**src/rtl/uba_pkg.sv**
```systemverilog
package uba_pkg;

    typedef enum logic [1:0] {
        BUS_BIDIR8 = 2'd0,
        BUS_UNI8   = 2'd1,
        BUS_WIDE   = 2'd2
    } bus_mode_e;

    typedef enum logic [1:0] {
        TX_EMPTY = 2'd0,
        TX_LAST  = 2'd1,
        TX_PAIR  = 2'd2
    } tx_state_e;

    typedef enum logic {
        RX_IDLE = 1'b0,
        RX_HALF = 1'b1
    } rx_state_e;

endpackage

```
**src/rtl/uba_strap.sv**
```systemverilog
module uba_strap
    import uba_pkg::*;
(
    input  logic      clk,
    input  logic      rst,
    input  logic      strap_wide,
    input  logic      strap_uni,
    output bus_mode_e mode
);

    bus_mode_e sel_mode;

    always_comb begin
        if (strap_wide)
            sel_mode = BUS_WIDE;
        else if (strap_uni)
            sel_mode = BUS_UNI8;
        else
            sel_mode = BUS_BIDIR8;
    end

    always_ff @(posedge clk) begin
        if (rst)
            mode <= sel_mode;
    end

endmodule

```
**src/rtl/uba_tx.sv**
```systemverilog
module uba_tx
    import uba_pkg::*;
#(
    parameter int BYTE_W = 8
) (
    input  logic              clk,
    input  logic              rst,
    input  logic              wide,
    input  logic              word_valid,
    input  logic [BYTE_W-1:0] word_lo,
    input  logic [BYTE_W-1:0] word_hi,
    input  logic              word_hiq,
    output logic              word_ready,
    output logic [BYTE_W-1:0] byte_data,
    output logic              byte_valid,
    input  logic              byte_ready
);

    tx_state_e         state;
    tx_state_e         state_nxt;
    logic              accept;
    logic              two_bytes;
    logic [BYTE_W-1:0] cur_q;
    logic [BYTE_W-1:0] hi_q;

    assign two_bytes = wide && word_hiq;
    assign accept    = word_valid && word_ready;

    // state register
    always_ff @(posedge clk) begin
        if (rst)
            state <= TX_EMPTY;
        else
            state <= state_nxt;
    end

    // next-state logic
    always_comb begin
        state_nxt = state;
        unique case (state)
            TX_EMPTY: begin
                if (accept)
                    state_nxt = two_bytes ? TX_PAIR : TX_LAST;
            end
            TX_LAST: begin
                if (byte_ready) begin
                    if (accept)
                        state_nxt = two_bytes ? TX_PAIR : TX_LAST;
                    else
                        state_nxt = TX_EMPTY;
                end
            end
            TX_PAIR: begin
                if (byte_ready)
                    state_nxt = TX_LAST;
            end
            default: state_nxt = TX_EMPTY;
        endcase
    end

    // outputs
    always_comb begin
        word_ready = (state == TX_EMPTY) || ((state == TX_LAST) && byte_ready);
        byte_valid = (state != TX_EMPTY);
        byte_data  = cur_q;
    end

    // byte holding stage
    always_ff @(posedge clk) begin
        if (rst) begin
            cur_q <= '0;
            hi_q  <= '0;
        end else if (accept) begin
            cur_q <= word_lo;
            hi_q  <= word_hi;
        end else if ((state == TX_PAIR) && byte_ready) begin
            cur_q <= hi_q;
        end
    end

endmodule

```
**src/rtl/uba_rx.sv**
```systemverilog
module uba_rx
    import uba_pkg::*;
#(
    parameter int BYTE_W = 8
) (
    input  logic              clk,
    input  logic              rst,
    input  logic              wide,
    input  logic              byte_valid,
    input  logic [BYTE_W-1:0] byte_data,
    input  logic              byte_last,
    output logic [BYTE_W-1:0] out_lo,
    output logic [BYTE_W-1:0] out_hi,
    output logic              out_valid,
    output logic              out_hiq
);

    rx_state_e         state;
    rx_state_e         state_nxt;
    logic [BYTE_W-1:0] held_q;

    // state register
    always_ff @(posedge clk) begin
        if (rst)
            state <= RX_IDLE;
        else
            state <= state_nxt;
    end

    // next-state logic
    always_comb begin
        state_nxt = state;
        unique case (state)
            RX_IDLE: begin
                if (byte_valid && wide && !byte_last)
                    state_nxt = RX_HALF;
            end
            RX_HALF: begin
                if (byte_valid)
                    state_nxt = RX_IDLE;
            end
            default: state_nxt = RX_IDLE;
        endcase
    end

    // registered outputs
    always_ff @(posedge clk) begin
        if (rst) begin
            out_lo    <= '0;
            out_hi    <= '0;
            out_valid <= 1'b0;
            out_hiq   <= 1'b0;
            held_q    <= '0;
        end else begin
            out_valid <= 1'b0;
            out_hiq   <= 1'b0;
            if (byte_valid) begin
                if (!wide) begin
                    out_lo    <= byte_data;
                    out_hi    <= byte_data;
                    out_valid <= 1'b1;
                end else if (state == RX_HALF) begin
                    out_lo    <= held_q;
                    out_hi    <= byte_data;
                    out_valid <= 1'b1;
                    out_hiq   <= 1'b1;
                end else if (byte_last) begin
                    out_lo    <= byte_data;
                    out_valid <= 1'b1;
                end else begin
                    held_q    <= byte_data;
                end
            end
        end
    end

endmodule

```
**src/rtl/utmi_bus_adapter.sv**
```systemverilog
module utmi_bus_adapter
    import uba_pkg::*;
#(
    parameter int BYTE_W = 8,
    localparam int BUS_W = 2 * BYTE_W
) (
    input  logic              clk,
    input  logic              rst,
    input  logic              strap_wide,
    input  logic              strap_uni,
    input  logic              bus_tx_valid,
    output logic              bus_tx_ready,
    input  logic [BUS_W-1:0]  bus_din,
    output logic [BUS_W-1:0]  bus_dout,
    output logic              bus_oe_lo,
    output logic              bus_oe_hi,
    input  logic              bus_hiq_in,
    output logic              bus_hiq_out,
    output logic              bus_hiq_oe,
    output logic              bus_rx_valid,
    output logic [BYTE_W-1:0] ser_tx_data,
    output logic              ser_tx_valid,
    input  logic              ser_tx_ready,
    input  logic [BYTE_W-1:0] ser_rx_data,
    input  logic              ser_rx_valid,
    input  logic              ser_rx_last
);

    bus_mode_e         mode;
    logic              wide;
    logic [BYTE_W-1:0] rx_lo;
    logic [BYTE_W-1:0] rx_hi;
    logic              rx_hiq;

    uba_strap u_strap (
        .clk        (clk),
        .rst        (rst),
        .strap_wide (strap_wide),
        .strap_uni  (strap_uni),
        .mode       (mode)
    );

    assign wide = (mode == BUS_WIDE);

    uba_tx #(.BYTE_W(BYTE_W)) u_tx (
        .clk        (clk),
        .rst        (rst),
        .wide       (wide),
        .word_valid (bus_tx_valid),
        .word_lo    (bus_din[BYTE_W-1:0]),
        .word_hi    (bus_din[BUS_W-1:BYTE_W]),
        .word_hiq   (bus_hiq_in),
        .word_ready (bus_tx_ready),
        .byte_data  (ser_tx_data),
        .byte_valid (ser_tx_valid),
        .byte_ready (ser_tx_ready)
    );

    uba_rx #(.BYTE_W(BYTE_W)) u_rx (
        .clk        (clk),
        .rst        (rst),
        .wide       (wide),
        .byte_valid (ser_rx_valid),
        .byte_data  (ser_rx_data),
        .byte_last  (ser_rx_last),
        .out_lo     (rx_lo),
        .out_hi     (rx_hi),
        .out_valid  (bus_rx_valid),
        .out_hiq    (rx_hiq)
    );

    // lane placement and turnaround
    always_comb begin
        unique case (mode)
            BUS_WIDE: begin
                bus_dout  = {rx_hi, rx_lo};
                bus_oe_lo = !bus_tx_valid;
                bus_oe_hi = !bus_tx_valid;
            end
            BUS_UNI8: begin
                bus_dout  = {rx_hi, {BYTE_W{1'b0}}};
                bus_oe_lo = 1'b0;
                bus_oe_hi = 1'b1;
            end
            default: begin
                bus_dout  = {{BYTE_W{1'b0}}, rx_lo};
                bus_oe_lo = !bus_tx_valid;
                bus_oe_hi = 1'b0;
            end
        endcase
        bus_hiq_oe  = wide && !bus_tx_valid;
        bus_hiq_out = rx_hiq;
    end

endmodule

```
**config.mk**
```make
export PLATFORM = sky130hd
export DESIGN_NAME = utmi_bus_adapter
export DESIGN_NICKNAME = d
export VERILOG_FILES = /design/src/rtl/uba_pkg.sv /design/src/rtl/uba_strap.sv /design/src/rtl/uba_tx.sv /design/src/rtl/uba_rx.sv /design/src/rtl/utmi_bus_adapter.sv
export SDC_FILE = /design/constraint.sdc
export NUM_CORES = 1
export LEC_CHECK = 0
export BUFFER_PORTS_ARGS = -buffer_cell sky130_fd_sc_hd__buf_2
export CAP_MARGIN = 10
export CORE_MARGIN = 2
export CORE_UTILIZATION = 35
export CTS_BUF_LIST = sky130_fd_sc_hd__clkbuf_8
export DETAILED_ROUTE_END_ITERATION = 10
export SETUP_SLACK_MARGIN = 0.02
export SYNTH_ARGS = -nofsm -noshare
export SYNTH_HDL_FRONTEND = slang
export SYNTH_SLANG_ARGS = --single-unit
```
**constraint.sdc**
```tcl
create_clock -name clk -period 1.9 [get_ports clk]
set_input_delay 0.095 -clock clk [delete_from_list [all_inputs] [get_ports clk]]
set_output_delay 0.095 -clock clk [all_outputs]
set_load 0.01 [all_outputs]
```
=== Yosys cells after proc, flatten, opt, wreduce, memory -nomap -nowiden ===
Index checks and enable logic that the tools add are counted.

* Eq/ne operators: 9
* Bitwise gates (word level): 4
* Reduce and logical (&&, ||, !) cells: 19
* Mux-type cells: 24

{| class="wikitable"
|+ Operator list
! operator !! number
|-
| 8-bit 2-to-1 mux || 7
|-
| 16-bit one-hot mux with 2 select lines || 1
|-
| 2-bit 2-to-1 mux || 5
|-
| 1-bit 2-to-1 mux || 8
|-
| 1-bit logical AND || 7
|-
| 2-bit != test, second input constant || 3
|-
| 2-bit one-hot mux with 3 select lines || 1
|-
| 2-bit by 1-bit equality test with 1-bit output, second input constant || 2
|-
| 2-bit equality test, second input constant || 2
|-
| 1-bit NOT || 4
|-
| 1-bit one-hot mux with 2 select lines || 2
|-
| 2-bit AND reduction || 2
|-
| 4-bit AND reduction || 1
|-
| 2-bit nonzero test || 2
|-
| 3-bit != test, second input constant || 1
|-
| 3-bit AND reduction || 1
|-
| 3-bit OR reduction || 1
|-
| 1-bit logical NOT || 2
|-
| 2-bit logical NOT || 1
|-
| 2-bit by 1-bit != test with 1-bit output, second input constant || 1
|-
| 2-bit OR reduction || 1
|-
| 1-bit logical OR || 1
|}

* Logic and storage cells: 66
* Output and inout bits: 31
* Register bits after elaboration: 47

=== Longest topological paths before layout ===
* Depth in word-level cells: 7
* Gate-level depth with buffers: 8

=== Hierarchy ===
A second synthesis with hierarchy kept.

* Cells, all modules: 232
* Area total of the unflattened synthesis: 2150.8 um2

{| class="wikitable"
|+ By module, submodules not included
! module !! sequential area each (um2) !! times used !! cells each !! area an instance (um2)
|-
| uba_rx || 540.5 || 1 || 111 || 1071.0
|-
| uba_tx || 360.3 || 1 || 91 || 818.3
|-
| utmi_bus_adapter || 0.0 || 1 || 27 || 187.7
|-
| uba_strap || 60.1 || 1 || 3 || 73.8
|}

=== Worst setup path before layout ===
Ideal clock, no wire load.

* Kind: flip-flop to flip-flop
* From: reg u_strap.mode[0]
* To: reg u_rx.out_lo[0]
* Library setup time: 88 ps
* Data arrival time: 1626 ps
* Clock period less this slack: 1714 ps
* Setup slack: 186 ps
* Stages on the path, launching flop included: 9
* Buffers on the path: 3
* Cell sequence: edfxtp_1 > inv_1 > ha_1 > buf_4 > or3b_1 > buf_6 > and2_4 > buf_6 > a311oi_2

* Longest elaborated chain between the ends: 3
* Elaborated cells between the ends (all ways): 4
* Those cells by class: eq/ne (2); mux (1); reduce/logical (1)

{| class="wikitable"
|+ RTL lines
! what !! RTL line !! text
|-
| start: declaration || uba_strap.sv:8 || <nowiki>output bus_mode_e mode</nowiki>
|-
| start signal: assignment || uba_strap.sv:24 || <nowiki>mode <= sel_mode;</nowiki>
|-
| 2-bit equality test * || utmi_bus_adapter.sv:43 || <nowiki>assign wide = (mode == BUS_WIDE);</nowiki>
|-
| 3-bit != test (no line) || -- ||
|-
| 2-bit AND reduction (no line) || -- ||
|-
| end signal: assignment || uba_rx.sv:59 || <nowiki>out_lo <= byte_data;</nowiki>
|-
| end signal: assignment || uba_rx.sv:63 || <nowiki>out_lo <= held_q;</nowiki>
|-
| end signal: assignment || uba_rx.sv:68 || <nowiki>out_lo <= byte_data;</nowiki>
|-
| end: declaration || uba_rx.sv:12 || <nowiki>output logic [BYTE_W-1:0] out_lo,</nowiki>
|}

Mark *: on every way between the ends. The rest lies on a longest branch, timed or not.
A chain may end at the register's enable or synchronous reset.

=== Worst setup path in the final report ===
* From: reg u_strap.mode[1]
* To: out bus_dout[15]

* Longest elaborated chain between the ends: 2
* Elaborated cells between the ends (all ways): 3
* Those cells by class: eq/ne (2); mux (1)

{| class="wikitable"
|+ RTL lines
! what !! RTL line !! text
|-
| 2-bit by 1-bit equality test with 1-bit output / 2-bit equality test (equally long branches) || utmi_bus_adapter.sv:74 || <nowiki>unique case (mode)</nowiki>
|-
| 16-bit one-hot mux with 2 select lines * || utmi_bus_adapter.sv:74 ||
|-
| end: declaration || utmi_bus_adapter.sv:14 || <nowiki>output logic [BUS_W-1:0] bus_dout,</nowiki>
|}

Marks and branches as above.

==> qor.yml <==
pwr:
  p_total_w: 0.00214
  clock_power_share: 0.301
  swShare: 0.285
  p_leak_nw: 1.10
  power.internal_w: 0.00153
  peakVddDrop_v: 0.000344
  power_switching_w: 0.000610
  seqPwrFrac: 0.512
  p_comb_frac: 0.187
  cellPowerDensity_nw_per_um2: 804
routing:
  drt.antenna.violating_nets: 0
  wl_per_cell_um: 14.4
  wl_met1_mm: 2.73
  via_count: 1980
  top_layer: "met4"
  wl_mm: 5.45
  first_pass_iters: 4
  viasPerCell: 5.24
  drc: 0
  route.met2.wl_mm: 2.40
  route.met3.wl_um: 277
  drtIter0Drc: 62
setup_path:
  critPathKind: "reg2out"
  startpoint_type: "flip-flop"
  worstPathMaxFanout: 8
  worstPathRequired_ns: 1.80
  crit_buf_inv: 2
  worstSetupEndpointType: "primary output"
  cp.arrival_ns: 1.67
  critical_path.cell_chain: "ha_1 > buf_4 > nor2_1 > nor2_4 > and2_1 > buf_2"
  crit_slowest_cell: "edfxtp_1"
  slowest_delay_ns: 0.41
  critPathTopFamily: "simple AND/OR/NAND/NOR gates"
yosys:
  synth_seq_cells: 47
  synth_top_cell_area_share: 0.417
  yosys.area_share.simple: 0.216
  syn-num-nets: 278
  syn-mean-instance-area_um2: 8.90
  muxShareOfSynthArea: 0.0440
  synth_compound_area_frac: 0.228
  ys_types: 34
  synth_top_family_by_area: "compound AO/OA/AOI/OAI gates"
  synth-xor-area-share: 0
  yosysTopAreaCell: "dfxtp_1"
  ys_seq_area_frac: 0.444
  syn-cell-area_um2: 2160
  synth_adder_area_share: 0.0116
  synth-warning-count: 0
  synthCells: 243
  yosys-top-cells-area: "dfxtp_1, nand3_1, a21oi_1"
place:
  hpwl_mm: 3.89
  numPortBuffers: 63
  place.gp.congestion: 0.843
sta:
  drv_slew: 0
  slew_headroom: 0.563
  tns_ns: 0
  setup_viol: 0
  fin_crit_ns: 1.76
  rsz0062_at_grt: "no"
  skew_ns: 0.0128
  max_freq_mhz: 567
  final_hold_viol_count: 0
  tightest_slew_ns: 0.655
  fin_crit_sh: 0.928
floorplan:
  design.core.area_um2: 5960
  dieHeight_um: 82.6
  initial_utilization: 0.363
  rows: 28
  die_w_um: 82.6
  die-area_um2: 6820
  io_pins: 64
clock_tree:
  cts_tree: "done"
  clk_pin_slew_ns: 0.09
  clk_root_buffer_cell: "clkbuf_8"
  cts_setup_buffers: 0
  h-tree-depth: 2
  numCtsBuffers: 5
  cts_buffer_depth: 2
  clock_latency_ns: 0.30
  numClockSinks: 47
global_routing:
  antenna_found_initial: 0
  first_global_vias: 1696
  grt.total_usage: 0.162
  grt_max_degree: 32
  grt_overflow: 0
  grt_pass1_wl_mm: 8.42
layout:
  fillers: 615
  final_cell_mix: "buf_2, dfxtp_1, nand3_1"
  layout_commonest_cell: "buf_2"
  multi_input_area_um2: 1090
  regArea_um2: 961
  layout-drive-gt1-share: 0.307
  fin_util: 0.446
  syn2layout_area_growth_pct: 22.9
  diodes: 0
  nets: 337
run:
  cap_violations: 0
status:
  outcome: "complete, no violations"
worst_hold_path:
  min_path_type: "in2reg"
## area by class of cell
cell class / instances / share of cell area
multi-input cells: 171 / 0.412
flip-flops and latches: 47 / 0.362
well taps: 75 / 0.0353
clock inverters: 2 / 0.00612
clock buffers: 6 / 0.0311
repair buffers: 73 / 0.148
inverters: 4 / 0.00565
## logic make-up (layout without fill, tap and decap cells)
family | Yosys count | in the layout
adders and majority gates | 2 | 2
muxes | 9 | 9
buffers and inverters | 25 | 85
and+or+nand+nor | 90 | 90
DFF | 47 | 47
AOI/OAI and AO/OA | 70 | 70
## what timing repair did
item                                    CTS  global route
hold endpoints to repair                  1             0
gates cloned                              0             0
hold buffers                              1             0
resized for setup                         1             1
pin swaps                                 0             0
endpoints found under the setup margin    8             8
## worst min-delay path: cells and delay by family
family	cells	cell delay (ns)
buf+inv	1	0.09
compound gates	1	0.06
simple gates	1	0.06
## path summary, 6_finish.rpt
kind                                      start              to  slack, ns  cells after the start
worst min register to register   u_rx.out_hi[7]  u_rx.out_hi[7]       0.48                      2
worst min-delay path                bus_din[10]    u_tx.hi_q[2]       0.04                      3
worst max-delay path            u_strap.mode[1]    bus_dout[15]       0.14                      6
worst max register to register  u_strap.mode[0]  u_rx.out_lo[5]       0.16                      5
## power by group through the flow
| stage | logic, W | registers, W | clock network [W] |
|---|---|---|---|
| after floorplan | 0.000249 | 0.00111 | 0 |
| after global placement | 0.000391 | 0.00111 | 0 |
| after detailed placement | 0.000394 | 0.00111 | 0 |
| after CTS | 0.000399 | 0.00109 | 0.000669 |
| after global routing | 0.000448 | 0.00110 | 0.000702 |
| final | 0.000400 | 0.00109 | 0.000643 |
## state kept, by name (all words and copies together) (netlist names)
register,count
u_tx.byte_data,8
u_rx.held_q,8
u_rx.out_lo,8
u_rx.out_hiq,1
u_rx.out_valid,1
u_rx.out_hi,8
u_rx.state,1
u_tx.state,2
u_strap.mode,2
u_tx.hi_q,8
## Yosys cell counts (all sizes together)
library cell  count
a2111oi           1
a211oi            8
a21boi            1
a21o              1
a21oi            25
a311oi           16
a31oi             1
and2              9
and3b             1
buf               9
clkbuf           12
clkinv            1
dfxtp            45
edfxtp            2
ha                2
inv               3
mux2              1
mux2i             8
nand2             9
nand2b            3
nand3            33
nor2             16
nor2b            14
nor3              2
nor4bb            1
o21ai            16
o21bai            1
or2               1
or3b              1
## through the flow
step / setup slack (ns) / cells / instance area (um2) / hold WS (ns)
final: 0.138 / 378 / 2660 / 0.0417
after global routing: 0.0411 / 378 / 2660 / 0.0371
after CTS: 0.0448 / 378 / 2650 / 0.0369
after detailed placement: 0.180 / 369 / 2540 / 0.290
after global placement: 0.233 / 369 / 2540 / 0.289
after floorplan: 0.186 / 243 / 2160 / 0.194
## per-layer routing
layer	global-route usage	up-vias
met5	0	-
met4	0.0443	0
met3	0.0359	4
met2	0.248	53
met1	0.229	928
li1	-	995
Power figures use the tool's default switching activity.
